==> src/rtl/flash_sr_pkg.sv <==
package flash_sr_pkg;

    localparam int NUM_STROBES = 8;
    localparam int IDX_WREN = 0;
    localparam int IDX_WRDI = 1;
    localparam int IDX_RDSR = 2;
    localparam int IDX_WRSR = 3;
    localparam int IDX_PP   = 4;
    localparam int IDX_SE   = 5;
    localparam int IDX_BE   = 6;
    localparam int IDX_CE   = 7;

    typedef enum logic [3:0] {
        OP_NONE,
        OP_WREN,
        OP_WRDI,
        OP_RDSR,
        OP_WRSR,
        OP_PP,
        OP_SE,
        OP_BE,
        OP_CE,
        OP_CLASH
    } op_e;

    // protection fields that survive in the status byte
    typedef struct packed {
        logic       lock;
        logic       bottom;
        logic [2:0] bp;
    } prot_t;

    typedef struct packed {
        logic       lock;
        logic       rsvd;
        logic       bottom;
        logic [2:0] bp;
        logic       wel;
        logic       busy;
    } status_t;

    function automatic op_e strobe_to_op(input int idx);
        case (idx)
            IDX_WREN: return OP_WREN;
            IDX_WRDI: return OP_WRDI;
            IDX_RDSR: return OP_RDSR;
            IDX_WRSR: return OP_WRSR;
            IDX_PP:   return OP_PP;
            IDX_SE:   return OP_SE;
            IDX_BE:   return OP_BE;
            IDX_CE:   return OP_CE;
            default:  return OP_NONE;
        endcase
    endfunction

    // operations that need the write-enable latch and occupy the device
    function automatic logic op_is_timed(input op_e op);
        return (op == OP_WRSR) || (op == OP_PP) || (op == OP_SE) ||
               (op == OP_BE) || (op == OP_CE);
    endfunction

    function automatic logic prot_frozen(input prot_t p, input logic wp_n);
        return p.lock & ~wp_n;
    endfunction

    function automatic prot_t prot_from_byte(input logic [7:0] d);
        prot_t p;
        p.lock   = d[7];
        p.bottom = d[5];
        p.bp     = d[4:2];
        return p;
    endfunction

    function automatic status_t build_status(input prot_t p, input logic wel,
                                             input logic busy);
        status_t s;
        s.lock   = p.lock;
        s.rsvd   = 1'b0;
        s.bottom = p.bottom;
        s.bp     = p.bp;
        s.wel    = wel;
        s.busy   = busy;
        return s;
    endfunction

    function automatic int max_of(input int a, input int b);
        return (a > b) ? a : b;
    endfunction

endpackage

==> src/rtl/flash_sr_decode.sv <==
module flash_sr_decode
    import flash_sr_pkg::*;
(
    input  logic [NUM_STROBES-1:0] strobes,
    output op_e                    op
);
    localparam int CNT_W = $clog2(NUM_STROBES + 1);

    logic [CNT_W-1:0] n_raised;
    op_e              single_op;

    always_comb begin
        n_raised  = '0;
        single_op = OP_NONE;
        for (int i = 0; i < NUM_STROBES; i++) begin
            if (strobes[i]) begin
                n_raised  = n_raised + CNT_W'(1);
                single_op = strobe_to_op(i);
            end
        end
    end

    always_comb begin
        if (n_raised == '0)
            op = OP_NONE;
        else if (n_raised == CNT_W'(1))
            op = single_op;
        else
            op = OP_CLASH;
    end
endmodule

==> src/rtl/flash_sr_gate.sv <==
module flash_sr_gate
    import flash_sr_pkg::*;
(
    input  op_e  op,
    input  logic busy,
    input  logic wel,
    output logic accept,
    output logic reject,
    output op_e  go_op
);
    always_comb begin
        accept = 1'b0;
        reject = 1'b0;
        go_op  = OP_NONE;
        case (op)
            OP_NONE: ;
            OP_CLASH: reject = 1'b1;
            OP_RDSR: begin
                accept = 1'b1;
                go_op  = OP_RDSR;
            end
            default: begin
                if (busy) begin
                    reject = 1'b1;
                end else if (op_is_timed(op) && !wel) begin
                    reject = 1'b1;
                end else begin
                    accept = 1'b1;
                    go_op  = op;
                end
            end
        endcase
    end
endmodule

==> src/rtl/flash_sr_timer.sv <==
module flash_sr_timer
    import flash_sr_pkg::*;
#(
    parameter int PP_CYCLES = 8,
    parameter int SE_CYCLES = 40,
    parameter int BE_CYCLES = 80,
    parameter int CE_CYCLES = 200,
    parameter int WS_CYCLES = 16
) (
    input  logic clk,
    input  logic rst,
    input  op_e  go_op,
    output logic busy
);
    // durations below one cycle are raised to one
    localparam int D_PP = (PP_CYCLES < 1) ? 1 : PP_CYCLES;
    localparam int D_SE = (SE_CYCLES < 1) ? 1 : SE_CYCLES;
    localparam int D_BE = (BE_CYCLES < 1) ? 1 : BE_CYCLES;
    localparam int D_CE = (CE_CYCLES < 1) ? 1 : CE_CYCLES;
    localparam int D_WS = (WS_CYCLES < 1) ? 1 : WS_CYCLES;
    localparam int D_MAX = max_of(max_of(max_of(D_PP, D_SE), max_of(D_BE, D_CE)), D_WS);
    localparam int CW = (D_MAX < 2) ? 1 : $clog2(D_MAX);

    logic [CW-1:0] remain;
    logic [CW-1:0] load_val;

    always_comb begin
        case (go_op)
            OP_PP:   load_val = CW'(D_PP - 1);
            OP_SE:   load_val = CW'(D_SE - 1);
            OP_BE:   load_val = CW'(D_BE - 1);
            OP_CE:   load_val = CW'(D_CE - 1);
            OP_WRSR: load_val = CW'(D_WS - 1);
            default: load_val = '0;
        endcase
    end

    always_ff @(posedge clk) begin
        if (rst) begin
            busy   <= 1'b0;
            remain <= '0;
        end else if (busy) begin
            if (remain == '0)
                busy <= 1'b0;
            else
                remain <= remain - CW'(1);
        end else if (op_is_timed(go_op)) begin
            busy   <= 1'b1;
            remain <= load_val;
        end
    end
endmodule

==> src/rtl/flash_sr_regs.sv <==
module flash_sr_regs
    import flash_sr_pkg::*;
(
    input  logic       clk,
    input  logic       rst,
    input  op_e        go_op,
    input  logic       wp_n,
    input  logic [7:0] wr_data,
    output prot_t      prot,
    output logic       wel
);
    always_ff @(posedge clk) begin
        if (rst) begin
            prot <= '0;
            wel  <= 1'b0;
        end else begin
            case (go_op)
                OP_WREN: wel <= 1'b1;
                OP_WRDI: wel <= 1'b0;
                OP_WRSR: begin
                    wel <= 1'b0;
                    if (!prot_frozen(prot, wp_n))
                        prot <= prot_from_byte(wr_data);
                end
                OP_PP, OP_SE, OP_BE, OP_CE: wel <= 1'b0;
                default: ;
            endcase
        end
    end
endmodule

==> src/rtl/flash_status_ctrl.sv <==
module flash_status_ctrl
    import flash_sr_pkg::*;
#(
    parameter int PP_CYCLES = 8,
    parameter int SE_CYCLES = 40,
    parameter int BE_CYCLES = 80,
    parameter int CE_CYCLES = 200,
    parameter int WS_CYCLES = 16
) (
    input  logic       clk,
    input  logic       rst,
    input  logic       cmd_wren,
    input  logic       cmd_wrdi,
    input  logic       cmd_rdsr,
    input  logic       cmd_wrsr,
    input  logic       cmd_pp,
    input  logic       cmd_se,
    input  logic       cmd_be,
    input  logic       cmd_ce,
    input  logic       wp_n,
    input  logic [7:0] wrsr_data,
    output logic [7:0] status_out,
    output logic       busy,
    output logic       cmd_accept,
    output logic       cmd_reject
);
    logic [NUM_STROBES-1:0] strobes;
    op_e     dec_op;
    op_e     go_op;
    prot_t   prot;
    logic    wel;
    logic    busy_q;
    status_t status;

    always_comb begin
        strobes           = '0;
        strobes[IDX_WREN] = cmd_wren;
        strobes[IDX_WRDI] = cmd_wrdi;
        strobes[IDX_RDSR] = cmd_rdsr;
        strobes[IDX_WRSR] = cmd_wrsr;
        strobes[IDX_PP]   = cmd_pp;
        strobes[IDX_SE]   = cmd_se;
        strobes[IDX_BE]   = cmd_be;
        strobes[IDX_CE]   = cmd_ce;
    end

    flash_sr_decode u_decode (
        .strobes (strobes),
        .op      (dec_op)
    );

    flash_sr_gate u_gate (
        .op     (dec_op),
        .busy   (busy_q),
        .wel    (wel),
        .accept (cmd_accept),
        .reject (cmd_reject),
        .go_op  (go_op)
    );

    flash_sr_timer #(
        .PP_CYCLES (PP_CYCLES),
        .SE_CYCLES (SE_CYCLES),
        .BE_CYCLES (BE_CYCLES),
        .CE_CYCLES (CE_CYCLES),
        .WS_CYCLES (WS_CYCLES)
    ) u_timer (
        .clk   (clk),
        .rst   (rst),
        .go_op (go_op),
        .busy  (busy_q)
    );

    flash_sr_regs u_regs (
        .clk     (clk),
        .rst     (rst),
        .go_op   (go_op),
        .wp_n    (wp_n),
        .wr_data (wrsr_data),
        .prot    (prot),
        .wel     (wel)
    );

    assign status     = build_status(prot, wel, busy_q);
    assign status_out = status;
    assign busy       = busy_q;
endmodule

==> config.mk <==
export PLATFORM = sky130hd
export DESIGN_NAME = flash_status_ctrl
export DESIGN_NICKNAME = d
export VERILOG_FILES = /design/src/rtl/flash_sr_pkg.sv /design/src/rtl/flash_sr_decode.sv /design/src/rtl/flash_sr_gate.sv /design/src/rtl/flash_sr_timer.sv /design/src/rtl/flash_sr_regs.sv /design/src/rtl/flash_status_ctrl.sv
export SDC_FILE = /design/constraint.sdc
export NUM_CORES = 1
export LEC_CHECK = 0
export BUFFER_PORTS_ARGS = -buffer_cell sky130_fd_sc_hd__buf_4
export CAP_MARGIN = 20
export CORE_MARGIN = 1.5
export CORE_UTILIZATION = 30
export CTS_CLUSTER_SIZE = 14
export DETAILED_ROUTE_END_ITERATION = 6
export GPL_TIMING_DRIVEN = 0
export PLACE_DENSITY = 0.47
export SYNTH_ARGS = -nofsm -noshare
export SYNTH_HDL_FRONTEND = slang
export SYNTH_SLANG_ARGS = --single-unit
==> constraint.sdc <==
create_clock -name clk -period 5.1 [get_ports clk]
set_input_delay 0.51 -clock clk [delete_from_list [all_inputs] [get_ports clk]]
set_output_delay 0.51 -clock clk [all_outputs]
set_load 0.05 [all_outputs]
==> flow_metrics.tcl, run 1 <==
set metrics [dict create \
    max-vdd-ir-drop_mv 0.1455 \
    post_drt_wl_per_cell_um 13.30 \
    dieArea_mm2 0.005790 \
    stdcell_area_mm2 0.002047 \
    tns_ns 0 \
    cts_sinks 15 \
    drive_gt1_frac 0.2888 \
    synth_ff_type "dfxtp_1" \
    worstPathMaxFanout 4 \
    report.final.setup_viol 0 \
    grt_pass1_vias 1443 \
    cts_made_buffers 3 \
    final_util 0.3982 \
    die_w_um 76.10 \
    finClkSkew_ns 0.001775 \
    fin_ws_ns 0.1638 \
    place.gp.congestion 0.8206 \
    grt_max_degree 11 \
    hold_violations 0 \
    area_delta_synth_final_pct 27.71 \
    core_area_mm2 0.005140 \
    h-tree-depth 1 \
    syn_area_mm2 0.001603 \
    root_buffer "clkbuf_8" \
    final_nets 261 \
    powerDensity_mw_per_mm2 305.0 \
    insertion_delay_ns 0.25 \
    clk_path_buf_depth 2 \
    grt.total_usage 0.1404 \
    period_minus_slack_ns 4.936 \
    synthMuxAreaShare 0.06323 \
    ys_warn_count 0 \
    fill_cells 567 \
    viasPerCell 5.050 \
    hold_buffers 0 \
    finalCritPeriodShare 0.9679 \
    grt_pass1_wl_um 6693 \
    num_vias 1525 \
    critPathArrivalTime_ns 4.43 \
    multi_input_area_mm2 0.001291 \
    yosys.area_share.simple 0.2475 \
    hpwl_um 3021 \
    synth.distinct_cells 60 \
    synth-edff-count 0 \
    seqCellArea_um2 300.3 \
    synth_xor_area_frac 0.1288 \
    finalMaxSlewViolations 0 \
    hp-class "in2reg" \
    critPathKind "in2out" \
    antenna_left 0 \
    initial_core_util 0.3118 \
    drt_iter0_markers 46 \
    fmax_ghz 0.2026 \
    io_buffers 23 \
    design.portCount 30 \
    syn_inst 201 \
    total_power_uw 624.4 \
    end_kind "primary output" \
    rsz0062_at_grt "no" \
    ys_ff_latch 15 \
    outcome "finished, final reports clean" \
    rows 26 \
    start_kind "primary input" \
    cp.required_ns 4.59 \
    synth_top_family_by_area "simple AND/OR/NAND/NOR gates" \
    dpl_cell_area_mm2 0.001871 \
    wl_um 4018 \
    ys_seq_area_frac 0.1874 \
    die_h_um 76.10 \
    p_leak_uw 0.0008156 \
    n_antenna_cell 0 \
    pre_cts_slack_ns -0.3437 \
    grt_overflow_total 0 \
    antenna_found_initial 0 \
    firstDrtPassIters 4 \
    drc_errors 0 \
    synth_area_per_cell_um2 7.974 \
    async_reset_ff_frac 0 \
    synth-adder-area-share 0.07026 \
    synth_compound_area_frac 0.2319 \
    path_clk_slew_ns 0.06 \
    cts_tree "built" \
    maxCapViolCount 0 \
    syn-num-nets 229 \
]
==> path summary, 6_finish.rpt <==
kind	startpoint	end	slack, ns	cells after the start
hold / removal	rst	u_timer.remain[6]$_SDFFE_PP0P_	0.47	2
setup / recovery	cmd_wren	cmd_accept	0.16	19
hold reg to reg	u_timer.remain[5]$_SDFFE_PP0P_	u_timer.remain[5]$_SDFFE_PP0P_	0.48	2
setup reg to reg	u_timer.busy$_SDFF_PP0_	u_regs.prot[2]$_SDFFE_PP0P_	2.69	6
==> cell usage after synthesis, types with 4 or more instances <==
master,n,share of area
clkbuf_1,6,0.014
nand2_1,23,0.054
a21oi_1,12,0.037
ha_1,9,0.070
nand3_1,5,0.016
nor2_1,17,0.040
nand2b_1,4,0.016
xor2_1,8,0.044
dfxtp_1,15,0.19
buf_4,4,0.019
xnor2_1,7,0.038
inv_1,11,0.026
mux2i_1,6,0.037
o21ai_0,6,0.019
nor3_1,8,0.025
o31ai_1,5,0.023
==> placed cells by master (no fill, tap or decap), types with 2 or more instances in the layout <==
cell	synthesis	final
a211oi_1	2	2
a21oi_1	12	12
a32oi_1	2	2
and3_1	2	2
buf_4	4	30
buf_6	1	3
clkbuf_1	6	7
clkbuf_8	0	3
dfxtp_1	15	15
ha_1	9	4
ha_2	0	2
ha_4	0	3
inv_1	11	10
mux2_4	2	2
mux2i_1	6	6
nand2_1	23	23
nand2b_1	4	4
nand3_1	5	5
nand4_1	2	2
nor2_1	17	15
nor2_4	0	2
nor2b_1	2	2
nor3_1	8	8
o21ai_0	6	5
o21ba_2	2	2
o21bai_1	2	2
o31ai_1	5	5
o41ai_1	2	2
or2_4	1	3
or3b_1	2	2
xnor2_1	7	6
xor2_1	8	6
xor2_2	0	2
==> worst max-delay path, cell delays in order <==
cell	delay [ns]
buf_4	0.12
ha_2	0.19
nor2b_1	0.14
or2_4	0.25
ha_4	0.24
mux2_2	0.26
ha_1	0.28
nand2b_1	0.15
o311a_1	0.16
ha_1	0.27
mux2_4	0.29
ha_4	0.22
mux2_4	0.28
ha_2	0.19
xnor2_2	0.21
a31oi_4	0.12
or2_4	0.27
nor2_4	0.11
buf_6	0.16
==> area by class of cell <==
class,count,share of cell area
multi-input combinational,163,0.6308
sequential,15,0.1467
timing repair buffer,28,0.1064
tap,70,0.04279
buffer,11,0.03117
clock buffer,4,0.02200
inverter,11,0.02017
==> logic make-up after synthesis <==
family | count (synthesis)
XOR/XNOR | 18
buffers and inverters | 23
AO/OA/AOI/OAI | 49
AND/OR/NAND/NOR | 77
multiplexers | 9
adder cells (fa/ha/maj) | 9
other | 1
flip-flops | 15
==> sequential cells by signal (all words and copies together) (netlist names) <==
name / cells
u_regs.prot: 5
u_regs.wel: 1
u_timer.busy: 1
u_timer.remain: 8
==> per-layer routing <==
| metal | vias to the layer above | global-route usage | wire length [um] |
|---|---|---|---|
| met1 | 711 | 0.1873 | 1963 |
| met3 | 4 | 0.03234 | 185 |
| met4 | 0 | 0.04074 | 31 |
| met2 | 31 | 0.2261 | 1837 |
| met5 | - | 0 | 0 |
| li1 | 779 | - | - |
==> through the flow <==
stage,hold WS [ns],std cells
6_report,0.4706,302
5_1_grt,0.4857,302
3_3_place_gp,0.4728,294
4_1_cts,0.4640,300
3_5_place_dp,0.4637,294
2_1_floorplan,0.4460,201
==> power by group <==
group	switching, uW	internal, uW	leakage, uW	total [uW]
Sequential	1.48	119	0.000121	120
Clock	40.8	55.3	0.0000228	96.2
Combinational	227	181	0.000672	408
Total	270	355	0.000816	624
==> repair_timing <==
action,4_1_cts,5_1_grt
setup buffers,3,2
resized for setup,10,9
endpoints found under the setup margin,2,10
pin swaps,4,5
Power figures use the tool's default switching activity.
==> run 2: changes to the inputs <==
CELL_PAD_IN_SITES_DETAIL_PLACEMENT = 1   (was not set)
CELL_PAD_IN_SITES_GLOBAL_PLACEMENT = 2   (was not set)
CORE_UTILIZATION = 29   (was 30)
PLACE_DENSITY = 0.73   (was 0.47)
==> run 2 against run 1 <==
Clock power down 0.9%. Combinational power up 5%. Sequential cell count unchanged. Via count up 1.4%. Largest cell class unchanged.
==> flow_metrics.tcl, run 2 (same netlist as run 1, synthesis figures left out) <==
set metrics [dict create \
    outcome "finished, final reports clean" \
    finalMaxSlewViolations 0 \
    path_clk_slew_ns 0.06 \
    end_kind "primary output" \
    viasPerCell 5.102 \
    pre_cts_slack_ns -0.3571 \
    crit_buf_inv 3 \
    design.portCount 30 \
    num_vias 1546 \
    stdcell_area_mm2 0.002069 \
    grt_pass1_wl_um 7217 \
    dpl_cell_area_mm2 0.001871 \
    p_leak_uw 0.0008237 \
    die_h_um 77.34 \
    hp-class "in2reg" \
    root_buffer "clkbuf_8" \
    grt_overflow_total 0 \
    critPathMaxStageDelay_ns 0.29 \
    rsz0062_at_grt "no" \
    clk_path_buf_depth 2 \
    grt_pass1_vias 1484 \
    largest-register "u_timer.remain" \
    slew_headroom 0.6617 \
    largest_reg_flops 8 \
    finClkSkew_ns 0.001712 \
    cpMostUsedCell "ha_4" \
    layout_common_cells "buf_4, nand2_1, nor2_1, dfxtp_1, a21oi_1" \
    drive_gt1_frac 0.2876 \
    core_area_mm2 0.005205 \
    worstPathMaxFanout 4 \
    report.final.setup_viol 0 \
    antenna_left 0 \
    rows 26 \
    firstDrtPassIters 4 \
    tns_ns 0 \
    drt_iter0_markers 56 \
    powerDensity_mw_per_mm2 310.3 \
    h-tree-depth 1 \
    critPathArrivalTime_ns 4.47 \
    hold_violations 0 \
    cpMaxStageDelayCell "ha_1" \
    io_buffers 23 \
    place.gp.congestion 0.7314 \
    hpwl_um 3300 \
    top_regs "u_timer.remain: 8 flops, u_regs.prot: 5 flops" \
    finalCritPeriodShare 0.9768 \
    maxCapViolCount 0 \
    worst_pin_slew_ns 0.5075 \
    cp.required_ns 4.59 \
    final_nets 262 \
    drc_errors 0 \
    cts_sinks 15 \
    critPathKind "in2out" \
    insertion_delay_ns 0.24 \
    start_kind "primary input" \
    cts_tree "built" \
    hold_slack_ns 0.4690 \
    max-vdd-ir-drop_mv 0.1557 \
    antenna_found_initial 0 \
    die_w_um 77.34 \
    grt.total_usage 0.1464 \
    wl_um 4409 \
    post_drt_wl_per_cell_um 14.55 \
    final_util 0.3976 \
    initial_core_util 0.3079 \
    cp_cell_sequence "buf_4, inv_1, ha_4, nor2b_1, or2_4, ha_4, mux2_2, ha_1, nand2b_1, o311a_1, ha_1, mux2_4, ha_4, mux2_4, ha_2, xnor2_2, a31oi_4, or2_4, nor2_4, buf_8" \
    fin_ws_ns 0.1184 \
    period_minus_slack_ns 4.982 \
    fmax_ghz 0.2007 \
    fill_cells 643 \
    n_antenna_cell 0 \
    dieArea_mm2 0.005981 \
    crit_family "adder cells" \
    cts_made_buffers 3 \
    final_common_cell "buf_4" \
    area_delta_synth_final_pct 29.12 \
    grt_max_degree 11 \
]
## run 2: cell count changes in the layout (fill, tap and decap cells not counted), sizes merged
cell and change:
buf +1
## run 2: worst paths after layout
check / from / endpoint / slack [ns] / depth (start not counted)
setup reg to reg: u_timer.busy$_SDFF_PP0_ / u_regs.prot[3]$_SDFFE_PP0P_ / 2.80 / 6
hold reg to reg: u_timer.remain[5]$_SDFFE_PP0P_ / u_timer.remain[5]$_SDFFE_PP0P_ / 0.49 / 2
setup / recovery: cmd_wrdi / cmd_accept / 0.12 / 20
hold / removal: rst / u_timer.remain[6]$_SDFFE_PP0P_ / 0.47 / 2
## run 2: cell type report
type | count | area [um^2] | area share
Multi-Input combinational cell | 163 | 1303 | 0.6294
Clock buffer | 4 | 45.04 | 0.02177
Tap cell | 70 | 87.58 | 0.04232
Buffer | 11 | 63.81 | 0.03083
Timing Repair Buffer | 29 | 229.0 | 0.1106
Sequential cell | 15 | 300.3 | 0.1451
Inverter | 11 | 41.29 | 0.01995
## run 2: metal layers
| metal | vias to the layer above | GRT usage | wire length (um) |
|---|---|---|---|
| li1 | 776 | - | - |
| met1 | 748 | 0.2175 | 2248 |
| met2 | 18 | 0.2254 | 2014 |
| met3 | 4 | 0.02706 | 119 |
| met4 | 0 | 0.01636 | 27 |
| met5 | - | 0 | 0 |
## run 2: metrics by stage
stage | power (uW) | std cells
5_1_grt | 689.1 | 303
4_1_cts | 614.3 | 301
3_3_place_gp | 438.5 | 294
2_1_floorplan | 368.5 | 201
6_report | 642.2 | 303
3_5_place_dp | 439.4 | 294
## run 2: repair_timing
action | 4_1_cts | 5_1_grt
buffers inserted | 4 | 2
hold buffers | 0 | 0
endpoints found under the setup margin | 2 | 4
cloned | 0 | 0
pin swaps | 5 | 6
gates resized for setup | 11 | 9
## run 2: worst register-to-register path, stage by stage (launching register included)
cell and delay (ns):
dfxtp_1 0.37, nand2b_1 0.24, a211oi_1 0.32, or3b_1 0.50
a2111oi_4 0.44, mux2i_1 0.25, nor2_1 0.05
## run 2: report_power, final
group	switching [uW]	leakage (uW)	internal (uW)
clock	40.0	0.0000228	55.3
combinational	234	0.000680	193
sequential	1.76	0.000121	119
total	275	0.000824	367
